File: src/rtl/link_seq_pkg.sv
package link_seq_pkg;

  typedef enum logic [1:0] {CMD_READ = 2'd0, CMD_WRITE = 2'd1, CMD_TERM = 2'd2, CMD_RESET = 2'd3} cmd_e;
  typedef enum logic [1:0] {OP_READ = 2'd0, OP_WRITE = 2'd1, OP_POLL = 2'd2, OP_TERM = 2'd3} op_e;
  typedef enum logic [1:0] {TAG_ACK = 2'd0, TAG_BUSY = 2'd1, TAG_ERRA = 2'd2, TAG_ERRC = 2'd3} tag_e;
  typedef enum logic [2:0] {
    ST_OK = 3'd0, ST_BUSY_TO = 3'd1, ST_ERRA = 3'd2, ST_ERRC = 3'd3, ST_MTOE = 3'd4, ST_CRC = 3'd5
  } status_e;

  typedef enum logic [4:0] {
    S_PINS, S_INIT, S_IDLE, S_SEND, S_ECHO, S_RECV, S_GAP,
    S_TSEND, S_TECHO, S_TRECV, S_PRIME, S_REPORT,
    S_BPRE, S_BLOW, S_BECHO, S_BPOST, S_SETTLE
  } state_e;

  function automatic logic [2:0] size_bytes(input logic [1:0] sz);
    case (sz)
      2'd0:    return 3'd1;
      2'd1:    return 3'd2;
      default: return 3'd4;
    endcase
  endfunction

  function automatic int max2(input int a, input int b);
    return (a > b) ? a : b;
  endfunction

  function automatic logic line_owned(input state_e s);
    return (s == S_INIT) || (s == S_ECHO) || (s == S_GAP) || (s == S_TECHO) ||
           (s == S_PRIME) || (s == S_BPRE) || (s == S_BLOW) || (s == S_BECHO) ||
           (s == S_BPOST);
  endfunction

endpackage

File: src/rtl/seq_phase_timer.sv
module seq_phase_timer #(
  parameter int CNT_W = 16
) (
  input  logic             clk,
  input  logic             rst,
  input  logic             ld,
  input  logic [CNT_W-1:0] ld_val,
  input  logic             tick,
  output logic             last
);
  logic [CNT_W-1:0] cnt;

  always_ff @(posedge clk) begin
    if (rst)                   cnt <= '0;
    else if (ld)               cnt <= ld_val;
    else if (tick && cnt != 0) cnt <= cnt - 1'b1;
  end

  assign last = tick && (cnt == CNT_W'(1));

  // every counted phase is at least one tick long
  p_load_nonzero_r3: assert property (@(posedge clk) disable iff (rst) ld |-> (ld_val != '0));
  // the count moves only on a tick
  p_hold_no_tick_r13: assert property (@(posedge clk) disable iff (rst)
    (!ld && !tick) |=> $stable(cnt));
endmodule

File: src/rtl/seq_retry_ctr.sv
module seq_retry_ctr #(
  parameter int MAX_BUSY = 100
) (
  input  logic clk,
  input  logic rst,
  input  logic clr,
  input  logic inc,
  output logic exhausted
);
  localparam int RW = $clog2(MAX_BUSY + 1);
  logic [RW-1:0] cnt;

  always_ff @(posedge clk) begin
    if (rst || clr) cnt <= '0;
    else if (inc)   cnt <= cnt + 1'b1;
  end

  assign exhausted = (cnt == RW'(MAX_BUSY));

  p_retry_cap_r5: assert property (@(posedge clk) disable iff (rst) cnt <= RW'(MAX_BUSY));
  p_inc_guard_r5: assert property (@(posedge clk) disable iff (rst) inc |-> !exhausted);
endmodule

File: src/rtl/seq_ctrl.sv
module seq_ctrl
  import link_seq_pkg::*;
#(
  parameter int DATA_W     = 32,
  parameter int ADDR_W     = 21,
  parameter int SLV_W      = 2,
  parameter int CNT_W      = 16,
  parameter int INIT_CLKS  = 5000,
  parameter int ECHO_CLKS  = 16,
  parameter int GAP_CLKS   = 100,
  parameter int PRIME_CLKS = 100,
  parameter int PRE_BRK    = 50,
  parameter int BRK_CLKS   = 256,
  parameter int POST_BRK   = 16000,
  parameter int SETTLE_CYC = 2000
) (
  input  logic              clk,
  input  logic              rst,
  input  logic              req_valid,
  output logic              req_ready,
  input  logic [1:0]        req_cmd,
  input  logic [SLV_W-1:0]  req_slave,
  input  logic [ADDR_W-1:0] req_addr,
  input  logic [1:0]        req_size,
  input  logic [DATA_W-1:0] req_wdata,
  output logic              rsp_valid,
  output logic [2:0]        rsp_status,
  output logic [DATA_W-1:0] rsp_rdata,
  output logic              tx_start,
  output logic [1:0]        tx_op,
  output logic [SLV_W-1:0]  tx_slave,
  output logic [ADDR_W-1:0] tx_addr,
  output logic [1:0]        tx_size,
  output logic [DATA_W-1:0] tx_wdata,
  input  logic              tx_done,
  output logic              rx_start,
  output logic [2:0]        rx_bytes,
  input  logic              rx_done,
  input  logic [1:0]        rx_tag,
  input  logic [DATA_W-1:0] rx_data,
  input  logic              rx_timeout,
  input  logic              rx_crc_err,
  output logic              line_own,
  output logic              line_bit,
  output logic              pins_on,
  output logic              sys_count,
  output logic              t_ld,
  output logic [CNT_W-1:0]  t_val,
  input  logic              t_last,
  output logic              rc_clr,
  output logic              rc_inc,
  input  logic              rc_done
);
  localparam logic [CNT_W-1:0] INIT_C   = CNT_W'(INIT_CLKS);
  localparam logic [CNT_W-1:0] ECHO_C   = CNT_W'(ECHO_CLKS);
  localparam logic [CNT_W-1:0] GAP_C    = CNT_W'(GAP_CLKS);
  localparam logic [CNT_W-1:0] PRIME_C  = CNT_W'(PRIME_CLKS);
  localparam logic [CNT_W-1:0] PRE_C    = CNT_W'(PRE_BRK);
  localparam logic [CNT_W-1:0] BRK_C    = CNT_W'(BRK_CLKS);
  localparam logic [CNT_W-1:0] POST_C   = CNT_W'(POST_BRK);
  localparam logic [CNT_W-1:0] SETTLE_C = CNT_W'(SETTLE_CYC);
  localparam int NBYTES = DATA_W / 8;

  state_e  state, nxt;
  cmd_e    cmd_q;
  logic [1:0] size_q;
  status_e status_q;
  logic    tx_go, rx_go, accept;
  op_e     op_n;

  function automatic logic [DATA_W-1:0] keep_low(input logic [DATA_W-1:0] d, input logic [2:0] n);
    logic [DATA_W-1:0] r;
    r = d;
    for (int b = 0; b < NBYTES; b++)
      if (b >= int'(n)) r[b*8 +: 8] = 8'h00;
    return r;
  endfunction

  always_comb begin
    nxt    = state;
    t_ld   = 1'b0;
    t_val  = '0;
    tx_go  = 1'b0;
    rx_go  = 1'b0;
    op_n   = OP_READ;
    rc_clr = 1'b0;
    rc_inc = 1'b0;
    accept = 1'b0;
    case (state)
      S_PINS: begin nxt = S_INIT; t_ld = 1'b1; t_val = INIT_C; end
      S_INIT: if (t_last) nxt = S_IDLE;
      S_IDLE: if (req_valid) begin
        accept = 1'b1;
        rc_clr = 1'b1;
        if (cmd_e'(req_cmd) == CMD_RESET) begin
          nxt = S_BPRE; t_ld = 1'b1; t_val = PRE_C;
        end else begin
          nxt   = S_SEND;
          tx_go = 1'b1;
          case (cmd_e'(req_cmd))
            CMD_WRITE: op_n = OP_WRITE;
            CMD_TERM:  op_n = OP_TERM;
            default:   op_n = OP_READ;
          endcase
        end
      end
      S_SEND:  if (tx_done) begin nxt = S_ECHO; t_ld = 1'b1; t_val = ECHO_C; end
      S_ECHO:  if (t_last) begin nxt = S_RECV; rx_go = 1'b1; end
      S_RECV:  if (rx_done) begin
        t_ld = 1'b1;
        if (!rx_timeout && !rx_crc_err && tag_e'(rx_tag) == TAG_BUSY) begin
          nxt = S_GAP; t_val = GAP_C;
        end else begin
          nxt = S_PRIME; t_val = PRIME_C;
        end
      end
      S_GAP: if (t_last) begin
        tx_go = 1'b1;
        if (rc_done) begin
          nxt = S_TSEND; op_n = OP_TERM;
        end else begin
          nxt = S_SEND; op_n = OP_POLL; rc_inc = 1'b1;
        end
      end
      S_TSEND:  if (tx_done) begin nxt = S_TECHO; t_ld = 1'b1; t_val = ECHO_C; end
      S_TECHO:  if (t_last) begin nxt = S_TRECV; rx_go = 1'b1; end
      S_TRECV:  if (rx_done) begin nxt = S_PRIME; t_ld = 1'b1; t_val = PRIME_C; end
      S_PRIME:  if (t_last) nxt = S_REPORT;
      S_REPORT: nxt = S_IDLE;
      S_BPRE:   if (t_last) begin nxt = S_BLOW;   t_ld = 1'b1; t_val = BRK_C; end
      S_BLOW:   if (t_last) begin nxt = S_BECHO;  t_ld = 1'b1; t_val = ECHO_C; end
      S_BECHO:  if (t_last) begin nxt = S_BPOST;  t_ld = 1'b1; t_val = POST_C; end
      S_BPOST:  if (t_last) begin nxt = S_SETTLE; t_ld = 1'b1; t_val = SETTLE_C; end
      S_SETTLE: if (t_last) nxt = S_REPORT;
      default:  nxt = S_PINS;
    endcase
  end

  // Values the next frame uses, taken from the request on the accepting cycle
  cmd_e       cmd_n;
  logic [1:0] size_n;
  assign cmd_n  = accept ? cmd_e'(req_cmd) : cmd_q;
  assign size_n = accept ? req_size : size_q;

  always_ff @(posedge clk) begin
    if (rst) begin
      state     <= S_PINS;
      pins_on   <= 1'b0;
      line_own  <= 1'b0;
      line_bit  <= 1'b0;
      tx_start  <= 1'b0;
      rx_start  <= 1'b0;
      tx_op     <= 2'd0;
      rx_bytes  <= 3'd0;
      cmd_q     <= CMD_READ;
      size_q    <= 2'd0;
      tx_slave  <= '0;
      tx_addr   <= '0;
      tx_wdata  <= '0;
      status_q  <= ST_OK;
      rsp_rdata <= '0;
    end else begin
      state    <= nxt;
      line_own <= line_owned(nxt);
      line_bit <= (nxt == S_BLOW);
      tx_start <= tx_go;
      rx_start <= rx_go;
      if (state == S_PINS) pins_on <= 1'b1;
      if (accept) begin
        cmd_q     <= cmd_e'(req_cmd);
        size_q    <= req_size;
        tx_slave  <= req_slave;
        tx_addr   <= req_addr;
        tx_wdata  <= req_wdata;
        status_q  <= ST_OK;
        rsp_rdata <= '0;
      end
      if (tx_go) begin
        tx_op <= op_n;
        if (op_n == OP_READ || (op_n == OP_POLL && cmd_n == CMD_READ))
          rx_bytes <= size_bytes(size_n);
        else
          rx_bytes <= 3'd0;
        if (op_n == OP_TERM && state == S_GAP) status_q <= ST_BUSY_TO;
      end
      if (state == S_RECV && rx_done) begin
        if (rx_timeout)      status_q <= ST_MTOE;
        else if (rx_crc_err) status_q <= ST_CRC;
        else begin
          case (tag_e'(rx_tag))
            TAG_ACK: begin
              status_q <= ST_OK;
              if (cmd_q == CMD_READ) rsp_rdata <= keep_low(rx_data, size_bytes(size_q));
            end
            TAG_ERRA: status_q <= ST_ERRA;
            TAG_ERRC: status_q <= ST_ERRC;
            default:  ;
          endcase
        end
      end
    end
  end

  assign tx_size    = size_q;
  assign req_ready  = (state == S_IDLE);
  assign rsp_valid  = (state == S_REPORT);
  assign rsp_status = status_q;
  assign sys_count  = (state == S_SETTLE);

  p_stall_r2: assert property (@(posedge clk) disable iff (rst) rsp_valid |=> req_ready);
  p_busy_no_ready_r2: assert property (@(posedge clk) disable iff (rst) tx_start |-> !req_ready);
  p_frame_excl_r3: assert property (@(posedge clk) disable iff (rst) !(tx_start && rx_start));
  p_rsp_pulse_r7: assert property (@(posedge clk) disable iff (rst) rsp_valid |=> !rsp_valid);
  p_pins_first_r1: assert property (@(posedge clk) disable iff (rst) line_own |-> pins_on);
  p_low_owned_r11: assert property (@(posedge clk) disable iff (rst) line_bit |-> line_own);
endmodule

File: src/rtl/link_txn_seq.sv
module link_txn_seq
  import link_seq_pkg::*;
#(
  parameter int DATA_W       = 32,
  parameter int ADDR_W       = 21,
  parameter int SLV_W        = 2,
  parameter int INIT_CLKS    = 5000,
  parameter int ECHO_CLKS    = 16,
  parameter int POLL_GAP     = 100,
  parameter int MIN_POLL_GAP = 21,
  parameter int PRIME_CLKS   = 100,
  parameter int MAX_BUSY     = 100,
  parameter int PRE_BRK      = 50,
  parameter int BRK_CLKS     = 256,
  parameter int POST_BRK     = 16000,
  parameter int SETTLE_CYC   = 2000
) (
  input  logic              clk,
  input  logic              rst,
  input  logic              bit_tick,
  input  logic              req_valid,
  output logic              req_ready,
  input  logic [1:0]        req_cmd,
  input  logic [SLV_W-1:0]  req_slave,
  input  logic [ADDR_W-1:0] req_addr,
  input  logic [1:0]        req_size,
  input  logic [DATA_W-1:0] req_wdata,
  output logic              rsp_valid,
  output logic [2:0]        rsp_status,
  output logic [DATA_W-1:0] rsp_rdata,
  output logic              tx_start,
  output logic [1:0]        tx_op,
  output logic [SLV_W-1:0]  tx_slave,
  output logic [ADDR_W-1:0] tx_addr,
  output logic [1:0]        tx_size,
  output logic [DATA_W-1:0] tx_wdata,
  input  logic              tx_done,
  output logic              rx_start,
  output logic [2:0]        rx_bytes,
  input  logic              rx_done,
  input  logic [1:0]        rx_tag,
  input  logic [DATA_W-1:0] rx_data,
  input  logic              rx_timeout,
  input  logic              rx_crc_err,
  output logic              line_own,
  output logic              line_bit,
  output logic              link_enable,
  output logic              link_mux,
  output logic              link_xlat
);
  localparam int GAP_USE = max2(POLL_GAP, MIN_POLL_GAP);
  localparam int MAXC    = max2(max2(max2(INIT_CLKS, ECHO_CLKS), max2(GAP_USE, PRIME_CLKS)),
                                max2(max2(PRE_BRK, BRK_CLKS), max2(POST_BRK, SETTLE_CYC)));
  localparam int CNT_W   = $clog2(MAXC + 1);

  logic             t_ld, t_last, tick_eff, sys_count, pins_on;
  logic [CNT_W-1:0] t_val;
  logic             rc_clr, rc_inc, rc_done;

  assign tick_eff    = sys_count | bit_tick;
  assign link_enable = pins_on;
  assign link_mux    = pins_on;
  assign link_xlat   = pins_on;

  seq_phase_timer #(.CNT_W(CNT_W)) u_timer (
    .clk(clk), .rst(rst), .ld(t_ld), .ld_val(t_val), .tick(tick_eff), .last(t_last)
  );

  seq_retry_ctr #(.MAX_BUSY(MAX_BUSY)) u_retry (
    .clk(clk), .rst(rst), .clr(rc_clr), .inc(rc_inc), .exhausted(rc_done)
  );

  seq_ctrl #(
    .DATA_W(DATA_W), .ADDR_W(ADDR_W), .SLV_W(SLV_W), .CNT_W(CNT_W),
    .INIT_CLKS(INIT_CLKS), .ECHO_CLKS(ECHO_CLKS), .GAP_CLKS(GAP_USE),
    .PRIME_CLKS(PRIME_CLKS), .PRE_BRK(PRE_BRK), .BRK_CLKS(BRK_CLKS),
    .POST_BRK(POST_BRK), .SETTLE_CYC(SETTLE_CYC)
  ) u_ctrl (
    .clk(clk), .rst(rst),
    .req_valid(req_valid), .req_ready(req_ready), .req_cmd(req_cmd), .req_slave(req_slave),
    .req_addr(req_addr), .req_size(req_size), .req_wdata(req_wdata),
    .rsp_valid(rsp_valid), .rsp_status(rsp_status), .rsp_rdata(rsp_rdata),
    .tx_start(tx_start), .tx_op(tx_op), .tx_slave(tx_slave), .tx_addr(tx_addr),
    .tx_size(tx_size), .tx_wdata(tx_wdata), .tx_done(tx_done),
    .rx_start(rx_start), .rx_bytes(rx_bytes), .rx_done(rx_done), .rx_tag(rx_tag),
    .rx_data(rx_data), .rx_timeout(rx_timeout), .rx_crc_err(rx_crc_err),
    .line_own(line_own), .line_bit(line_bit), .pins_on(pins_on), .sys_count(sys_count),
    .t_ld(t_ld), .t_val(t_val), .t_last(t_last),
    .rc_clr(rc_clr), .rc_inc(rc_inc), .rc_done(rc_done)
  );

  // a poll always goes to the slave of the accepted request
  p_poll_same_slave_r4: assert property (@(posedge clk) disable iff (rst)
    (tx_start && tx_op == 2'd2) |-> $stable(tx_slave));
endmodule

File: config.mk
export PLATFORM = sky130hd
export DESIGN_NAME = link_txn_seq
export DESIGN_NICKNAME = d
export VERILOG_FILES = /design/src/rtl/link_seq_pkg.sv /design/src/rtl/seq_phase_timer.sv /design/src/rtl/seq_retry_ctr.sv /design/src/rtl/seq_ctrl.sv /design/src/rtl/link_txn_seq.sv
export SDC_FILE = /design/constraint.sdc
export NUM_CORES = 1
export LEC_CHECK = 0
export CAP_MARGIN = 20
export CORE_MARGIN = 4
export CORE_UTILIZATION = 25
export CTS_BUF_LIST = sky130_fd_sc_hd__clkbuf_16
export DETAILED_ROUTE_END_ITERATION = 8
export DONT_BUFFER_PORTS = 1
export SETUP_SLACK_MARGIN = 0.5
export SLEW_MARGIN = 40
export SYNTH_ARGS = -nofsm -noshare
export SYNTH_HDL_FRONTEND = slang
export SYNTH_SLANG_ARGS = --single-unit
File: constraint.sdc
create_clock -name clk -period 2 [get_ports clk]
set_input_delay 0.4 -clock clk [delete_from_list [all_inputs] [get_ports clk]]
set_output_delay 0.4 -clock clk [all_outputs]
set_load 0.05 [all_outputs]
## Word-level counts from Yosys, hierarchy flattened

Index checks and enable logic that the tools add are counted.
Widths: inputs -> output; s select.

| word-level totals | value |
|---|---|
| RAM bits | 0 |
| flip-flop bits (word level) | 130 |
| memory bits (read-only) | 0 |
| bits in latches | 0 |
| output and inout bits | 106 |
| logic and storage cells | 173 |
| input port bits | 101 |
| memories | 0 |

| cells by class | value |
|---|---|
| multipliers | 0 |
| div/mod/pow operators | 0 |
| reductions and logical operators | 34 |
| equality and inequality tests | 37 |
| magnitude comparators | 4 |
| $add $sub $neg | 2 |
| bitwise operators | 2 |
| shifts and indexed selects | 0 |
| mux-type cells | 77 |

Operators by type and width:

| cell | number |
|---|---|
| $mux 32 | 6 |
| $pmux 14 s8 | 1 |
| $mux 5 | 16 |
| $pmux 5 s16 | 1 |
| $eq 5x4->1 const B | 14 |
| $mux 14 | 4 |
| $mux 3 | 14 |
| $mux 8 | 4 |
| $eq 5x3->1 const B | 6 |
| $eq 14x1->1 const B | 1 |
| $reduce_bool 14->1 | 1 |
| $sub 14x1->14 const B | 1 |
| $mux 1 | 13 |
| $eq 2x2->1 const B | 6 |
| $logic_not 2->1 | 6 |
| $pmux 3 s2 | 2 |
| $mux 11 | 1 |
| $eq 5x1->1 const B | 2 |
| $eq 5x2->1 const B | 2 |
| $logic_or 1x1->1 | 10 |
| $mux 2 | 5 |
| $reduce_or 2->1 | 5 |
| $mux 9 | 1 |
| $pmux 3 s3 | 1 |
| other kinds (19) | 33 |

## Depth between registers and ports, before layout

| logic depth | value |
|---|---|
| depth after elaboration | 15 |
| gate-level depth with buffers | 9 |
| gate-level depth less buffers | 9 |

## By module

Synthesis repeated with hierarchy kept, for this count alone.

| unflattened totals | value |
|---|---|
| cells, all modules | 750 |
| area total of the unflattened synthesis | 5899.4 um^2 |

By module, submodules not included:

| module | instances | area an instance (um^2) | seq. area each (um^2) | cells an instance |
|---|---|---|---|---|
| seq_ctrl | 1 | 4628.2 | 2182.1 | 595 |
| seq_phase_timer | 1 | 913.4 | 280.3 | 114 |
| seq_retry_ctr | 1 | 336.6 | 140.1 | 38 |
| link_txn_seq | 1 | 21.3 | 0.0 | 3 |

## Worst setup path after synthesis

No wires, ideal clock.

| timing path | value |
|---|---|
| path type | reg-to-reg |
| start point | reg u_timer.cnt[4] |
| end point | reg u_ctrl.line_own |
| slack | -111 ps |
| cell stages (with the launch flop) | 8 |
| setup time | 80 ps |
| clock period less this slack | 2111 ps |
| arrival time | 2032 ps |
| buffers on the path | 0 |
| data required time | 1920 ps |
| cells stage by stage | dfxtp_1 nor4_4 nand4_4 nor2_4 nor2_2 or4_4 nand4b_1 a211oi_2 |

| on the way | value |
|---|---|
| word-level cells in the longest chain between the ends | 13 |
| elaborated cells on any way between the ends | 29 |
| those cells by class | eq/ne: 10; mux: 10; reduce/logical: 9 |

RTL lines:

| item | RTL line | source |
|---|---|---|
| from (decl) | seq_phase_timer.sv:11 | `logic [CNT_W-1:0] cnt;` |
| from (signal assigned) | seq_phase_timer.sv:15 | `else if (ld) cnt <= ld_val;` |
| from (signal assigned) | seq_phase_timer.sv:16 | `else if (tick && cnt != 0) cnt <= cnt - 1'b1;` |
| $eq 14x1->1 * | seq_phase_timer.sv:19 | `assign last = tick && (cnt == CNT_W'(1));` |
| $logic_and 1x1->1 * | seq_phase_timer.sv:19 |  |
| $mux 5 (tied with other cells) | seq_ctrl.sv:128, seq_ctrl.sv:134 |  |
| $pmux 5 s16 * | seq_ctrl.sv:89 | `case (state)` |
| $eq 5x1->1 / $eq 5x3->1 (equally long branches) | link_seq_pkg.sv:29 | `return (s == S_INIT) \|\| (s == S_ECHO) \|\| (s == S_GAP) \|\| (s == S_TECHO) \|\|` |
| $logic_or 1x1->1 (4 in a row) | link_seq_pkg.sv:29 |  |
| $logic_or 1x1->1 (3 in a row) | link_seq_pkg.sv:30 | `(s == S_PRIME) \|\| (s == S_BPRE) \|\| (s == S_BLOW) \|\| (s == S_BECHO) \|\|` |
| $logic_or 1x1->1 * | link_seq_pkg.sv:30 |  |
| to (signal assigned) | seq_ctrl.sv:164 | `line_own <= line_owned(nxt);` |
| to (decl) | seq_ctrl.sv:43 | `output logic line_own,` |

Every way passes the cells marked *; elsewhere a longest branch is shown, timed or not.
A chain may end at the register's enable or synchronous reset.

## Worst setup path after layout

| timing path | value |
|---|---|
| start point | reg u_ctrl.state[2] |
| end point | reg u_ctrl.line_own |

| on the way | value |
|---|---|
| word-level cells in the longest chain between the ends | 14 |
| elaborated cells on any way between the ends | 52 |
| those cells by class | eq/ne: 25; mux: 15; bitwise: 1; reduce/logical: 11 |

RTL lines:

| item | RTL line | source |
|---|---|---|
| from (decl) | seq_ctrl.sv:64 | `state_e state, nxt;` |
| from (signal assigned) | seq_ctrl.sv:163 | `state <= nxt;` |
| $eq 5x5->1 | seq_ctrl.sv:89, seq_ctrl.sv:208 |  |
| $or 1x1->1 | link_txn_seq.sv:60 | `assign tick_eff = sys_count \| bit_tick;` |
| $logic_and 1x1->1 | seq_phase_timer.sv:19 |  |
| $mux 5 (tied with other cells) | seq_ctrl.sv:128, seq_ctrl.sv:134 |  |
| $pmux 5 s16 * | seq_ctrl.sv:89 |  |
| $eq 5x1->1 / $eq 5x3->1 (equally long branches) | link_seq_pkg.sv:29 |  |
| $logic_or 1x1->1 (4 in a row) | link_seq_pkg.sv:29 |  |
| $logic_or 1x1->1 (3 in a row) | link_seq_pkg.sv:30 |  |
| $logic_or 1x1->1 * | link_seq_pkg.sv:30 |  |

Marked as above.

==> run_results.csv <==
group,metric,value,unit
worst_hold_path,hold_start,"rst",
sta,worst_pin_slew,0.6355,ns
floorplan,die_w,160.6,µm
synthesis,synth_top_cell_by_area,"dfxtp_1",
sta,fmax,478.3,MHz
sta,relSlewSlack,57.04,%
sta,hold_violations,0,
power_and_ir_drop,p_comb_share,11.4,%
synthesis,ys_seq_elements,130,
synthesis,synth-edff-count,0,
worst_setup_path,critPathMaxFanout,5,
clock_tree,path_clk_slew,0.06,ns
sta,finClkSkew,0.01037,ns
floorplan,start_util,25.55,%
worst_setup_path,endpoint_kind,"flip-flop",
sta,drv_slew,0,
placed_design,io_buffers,0,
drt,wl_met2,11630,µm
worst_setup_path,rr_endpoint,"u_ctrl.line_own",
drt,ant_nets,0,
global_routing,grt_max_degree,128,
drt,num_vias,6039,
placed_design,placed_area,0.006909,mm²
synthesis,async_reset_ff_share,0,%
synthesis,syn_nets,850,
drt,wl_per_cell,19.29,µm
cells_and_area,syn_to_final_growth,75.49,%
placed_design,dp_slack,-0.08032,ns
power_and_ir_drop,power_frac_clock,48.1,%
outcome,status,"complete, but fails checks",
cells_and_area,postLayoutCoreUtil,44.84,%
drt,wl_met1,8932,µm
sta,fin_crit_sh,104.5,%
drt,drt_wl_total,23190,µm
worst_setup_path,cp.required,2.34,ns
power_and_ir_drop,power_frac_seq,40.5,%
worst_setup_path,reg2reg_depth,8,
cells_and_area,drive_gt1_share,60.97,%
synthesis,yosys_warnings,0,
synthesis,synth_area_leaders,"dfxtp_1 (45%), nand2_1 (10%), a21oi_1 (9.5%), nand3_1 (6.3%), clkbuf_1 (2.5%)",
floorplan,die_area,0.02579,mm²
worst_hold_path,whs_path_depth,1,
clock_tree,root_buffer,"clkbuf_16",
synthesis,synthesis.area,0.005821,mm²
cells_and_area,nets,985,
global_routing,globalRouteOverflowTotal,0,
drt,wl_met3,1830,µm
floorplan,fp.dieH,160.6,µm
global_routing,grt_pass1_wl,32750,µm
clock_tree,clock_sinks,130,
cells_and_area,n_antenna_cell,0,
sta,fin_ws,-0.09095,ns
sta,setup_violations,15,
floorplan,num_rows,55,
power_and_ir_drop,internal-power,4.936,mW
synthesis,synth_ff_type,"dfxtp_1",
global_routing,grt_usage,15.88,%
floorplan,ios,207,
drt,dr.pass1.iters,4,
power_and_ir_drop,power_density,643.5,mW/mm²
worst_setup_path,reg2reg_from,"u_ctrl.state[2]",
worst_setup_path,r2r_setup_slack,-0.09,ns
clock_tree,cts_tree,"yes",
worst_hold_path,hold_path_end,"u_ctrl.tx_addr[19]",
power_and_ir_drop,power.total,6.573,mW
global_routing,antenna_found_initial,0,
synthesis,synth_top_area_share,44.71,%
clock_tree,numCtsBuffers,17,
worst_setup_path,critPathLaunchType,"flip-flop",
power_and_ir_drop,switching_share,24.91,%
sta,fin_crit,2.091,ns
worst_setup_path,worst_ep_arrival_time,2.43,ns
clock_tree,htreeDepth,4,
synthesis,synthCells,741,
placed_design,gp_congestion,0.9616,
synthesis,ys_seq_area_share,44.71,%
drt,drtIter0Drc,479,
global_routing,grt_pass1_vias,5981,
clock_tree,insertion_delay,0.42,ns
power_and_ir_drop,p_leak,3.846,nW
worst_setup_path,path_class,"flip-flop to flip-flop",
power_and_ir_drop,worst_ir_drop_vdd,0.4675,mV
synthesis,synth_cell_types,62,
clock_tree,cts_hold_buf,0,
drt,drc,0,
power_and_ir_drop,power.net_switching,1.637,mW
sta,rsz0062_at_grt,"yes",
drt,viasPerCell,5.024,
worst_hold_path,hold_path.class,"primary input to flip-flop",
flow_run,drv_cap,0,
cells_and_area,fin_area,0.01021,mm²
placed_design,hpwl,13420,µm
drt,top_layer,"met4",
synthesis,synth_area_per_cell,7.855,µm²
outcome,violations,"negative setup slack",
floorplan,coreArea,0.02278,mm²
clock_tree,clk_path_buf_depth,2,
-- what timing repair did --
item                       4_1_cts  5_1_grt
gates resized for setup        214      274
gates cloned                    12        3
setup endpoints to repair      147      165
pin swaps                       55       98
buffers inserted                39       19
-- worst max-delay path, stage by stage, from the launching register on --
cell and delay, ns:
dfxtp_2 0.34, nor2_1 0.24, a31oi_4 0.19, buf_4 0.21, or2_4 0.24, a2111o_1 0.43, nor2_2 0.12, a21oi_2 0.04
a211oi_2 0.20
-- Yosys cell counts (all sizes together) (2+ instances only) --
library cell and number:
and3b 2, nand3b 13, or2 4, nand2b 6, nand3 73, nor3 24, xnor2 9, clkbuf 38
a21boi 2, mux2i 3, o41ai 3, ha 8, nor3b 3, a211oi 3, o2111ai 2, nor2b 7
a31oi 5, a21oi 111, and4 4, o211ai 2, dfxtp 130, o21ai 13, and3 3, nand4b 3
inv 11, nor4 7, or3 3, nand2 157, nor2 38, o21a 2, nand4 4, a221oi 3
buf 17, and2 7, xor2 5, a22oi 2, nor4b 2
-- metal layers --
metal  track usage, %  vias up
met5                0        -
met4            7.783        0
met3            5.722       52
met2            26.32      209
met1            18.14     2917
li1                 -     2861
-- layout make-up --
type | instances | area (µm²)
well taps | 313 | 391.6
clock buffers | 17 | 425.4
multi-input cells | 546 | 4628
flip-flops and latches | 130 | 2686
fillers | 2076 | 12560
inverters | 11 | 47.55
repair buffers | 170 | 1869
clock inverters | 15 | 166.4
-- state kept, by name, summed over array words and instances (netlist names) --
signal and cells:
u_ctrl.rsp_rdata 32, u_ctrl.rx_start 1, u_ctrl.tx_start 1, u_ctrl.pins_on 1, u_ctrl.tx_slave 2, u_ctrl.tx_op 2, u_ctrl.line_bit 1, u_ctrl.tx_wdata 32
u_retry.cnt 7, u_ctrl.rsp_status 3, u_ctrl.rx_bytes 3, u_ctrl.line_own 1, u_ctrl.cmd_q 2, u_ctrl.state 5, u_ctrl.tx_size 2, u_ctrl.tx_addr 21
u_timer.cnt 14
-- power by group through the flow --
stage	Combinational (mW)	Sequential (mW)	Clock, mW
after floorplan	0.325	2.73	0
final	0.749	2.66	3.16
after global placement	0.484	2.72	0
after detailed placement	0.485	2.72	0
after global routing	0.802	2.66	3.32
after CTS	0.605	2.66	3.23
-- cells by family after synthesis --
logic type	Yosys count	synth area share (%)
multiplexers	3	0.5159
buffers and inverters	66	4.708
XOR/XNOR	14	2.107
flip-flops	130	44.71
AO/OA/AOI/OAI	155	15.22
AND/OR/NAND/NOR	365	31.02
adder cells (fa/ha/maj)	8	1.720
-- cell usage in the layout (no fill, tap or decap), types with 5 or more instances in the layout --
| cell | Yosys | final |
|---|---|---|
| dfxtp_1 | 130 | 73 |
| nand2_1 | 157 | 84 |
| inv_1 | 11 | 10 |
| nand3b_1 | 13 | 13 |
| buf_16 | 0 | 11 |
| a21oi_1 | 111 | 19 |
| buf_12 | 0 | 12 |
| nand2b_1 | 6 | 5 |
| nand2_2 | 0 | 12 |
| o21ai_0 | 13 | 8 |
| xnor2_1 | 9 | 6 |
| clkbuf_16 | 0 | 19 |
| dfxtp_2 | 0 | 52 |
| buf_6 | 1 | 48 |
| xor2_1 | 5 | 5 |
| dfxtp_4 | 0 | 5 |
| nand3_4 | 0 | 20 |
| a21oi_2 | 0 | 90 |
| ha_1 | 8 | 6 |
| nor2_4 | 1 | 7 |
| nand3_2 | 0 | 32 |
| nand3_1 | 73 | 21 |
| nor2_1 | 36 | 28 |
| buf_4 | 2 | 96 |
| nor3_1 | 24 | 20 |
| nand2_4 | 0 | 59 |
-- worst max path at each step --
stage / start / cells after the start / slack [ns] / endpoint
2_1_floorplan: u_timer.cnt[7] / 7 / 0.003 / u_ctrl.line_own
3_3_place_gp: u_ctrl.state[3] / 8 / -0.08 / u_timer.cnt[10]
3_5_place_dp: u_ctrl.state[3] / 10 / -0.08 / u_timer.cnt[10]
4_1_cts: u_timer.cnt[7] / 9 / -0.07 / u_ctrl.line_own
5_1_grt: u_timer.cnt[5] / 9 / -0.24 / u_retry.cnt[6]
6_report: u_ctrl.state[2] / 8 / -0.09 / u_ctrl.line_own
-- per-stage QoR --
step	setup TNS, ns	std cells	hold WS, ns
after detailed placement	-0.4308	1097	0.4800
after global placement	-0.2463	1097	0.4597
after floorplan	0	741	0.4491
after CTS	-0.2189	1180	0.02711
final	-0.5354	1202	0.04706
after global routing	-2.781	1202	0.02923
Note: power is estimated with default switching activity, not from simulation.
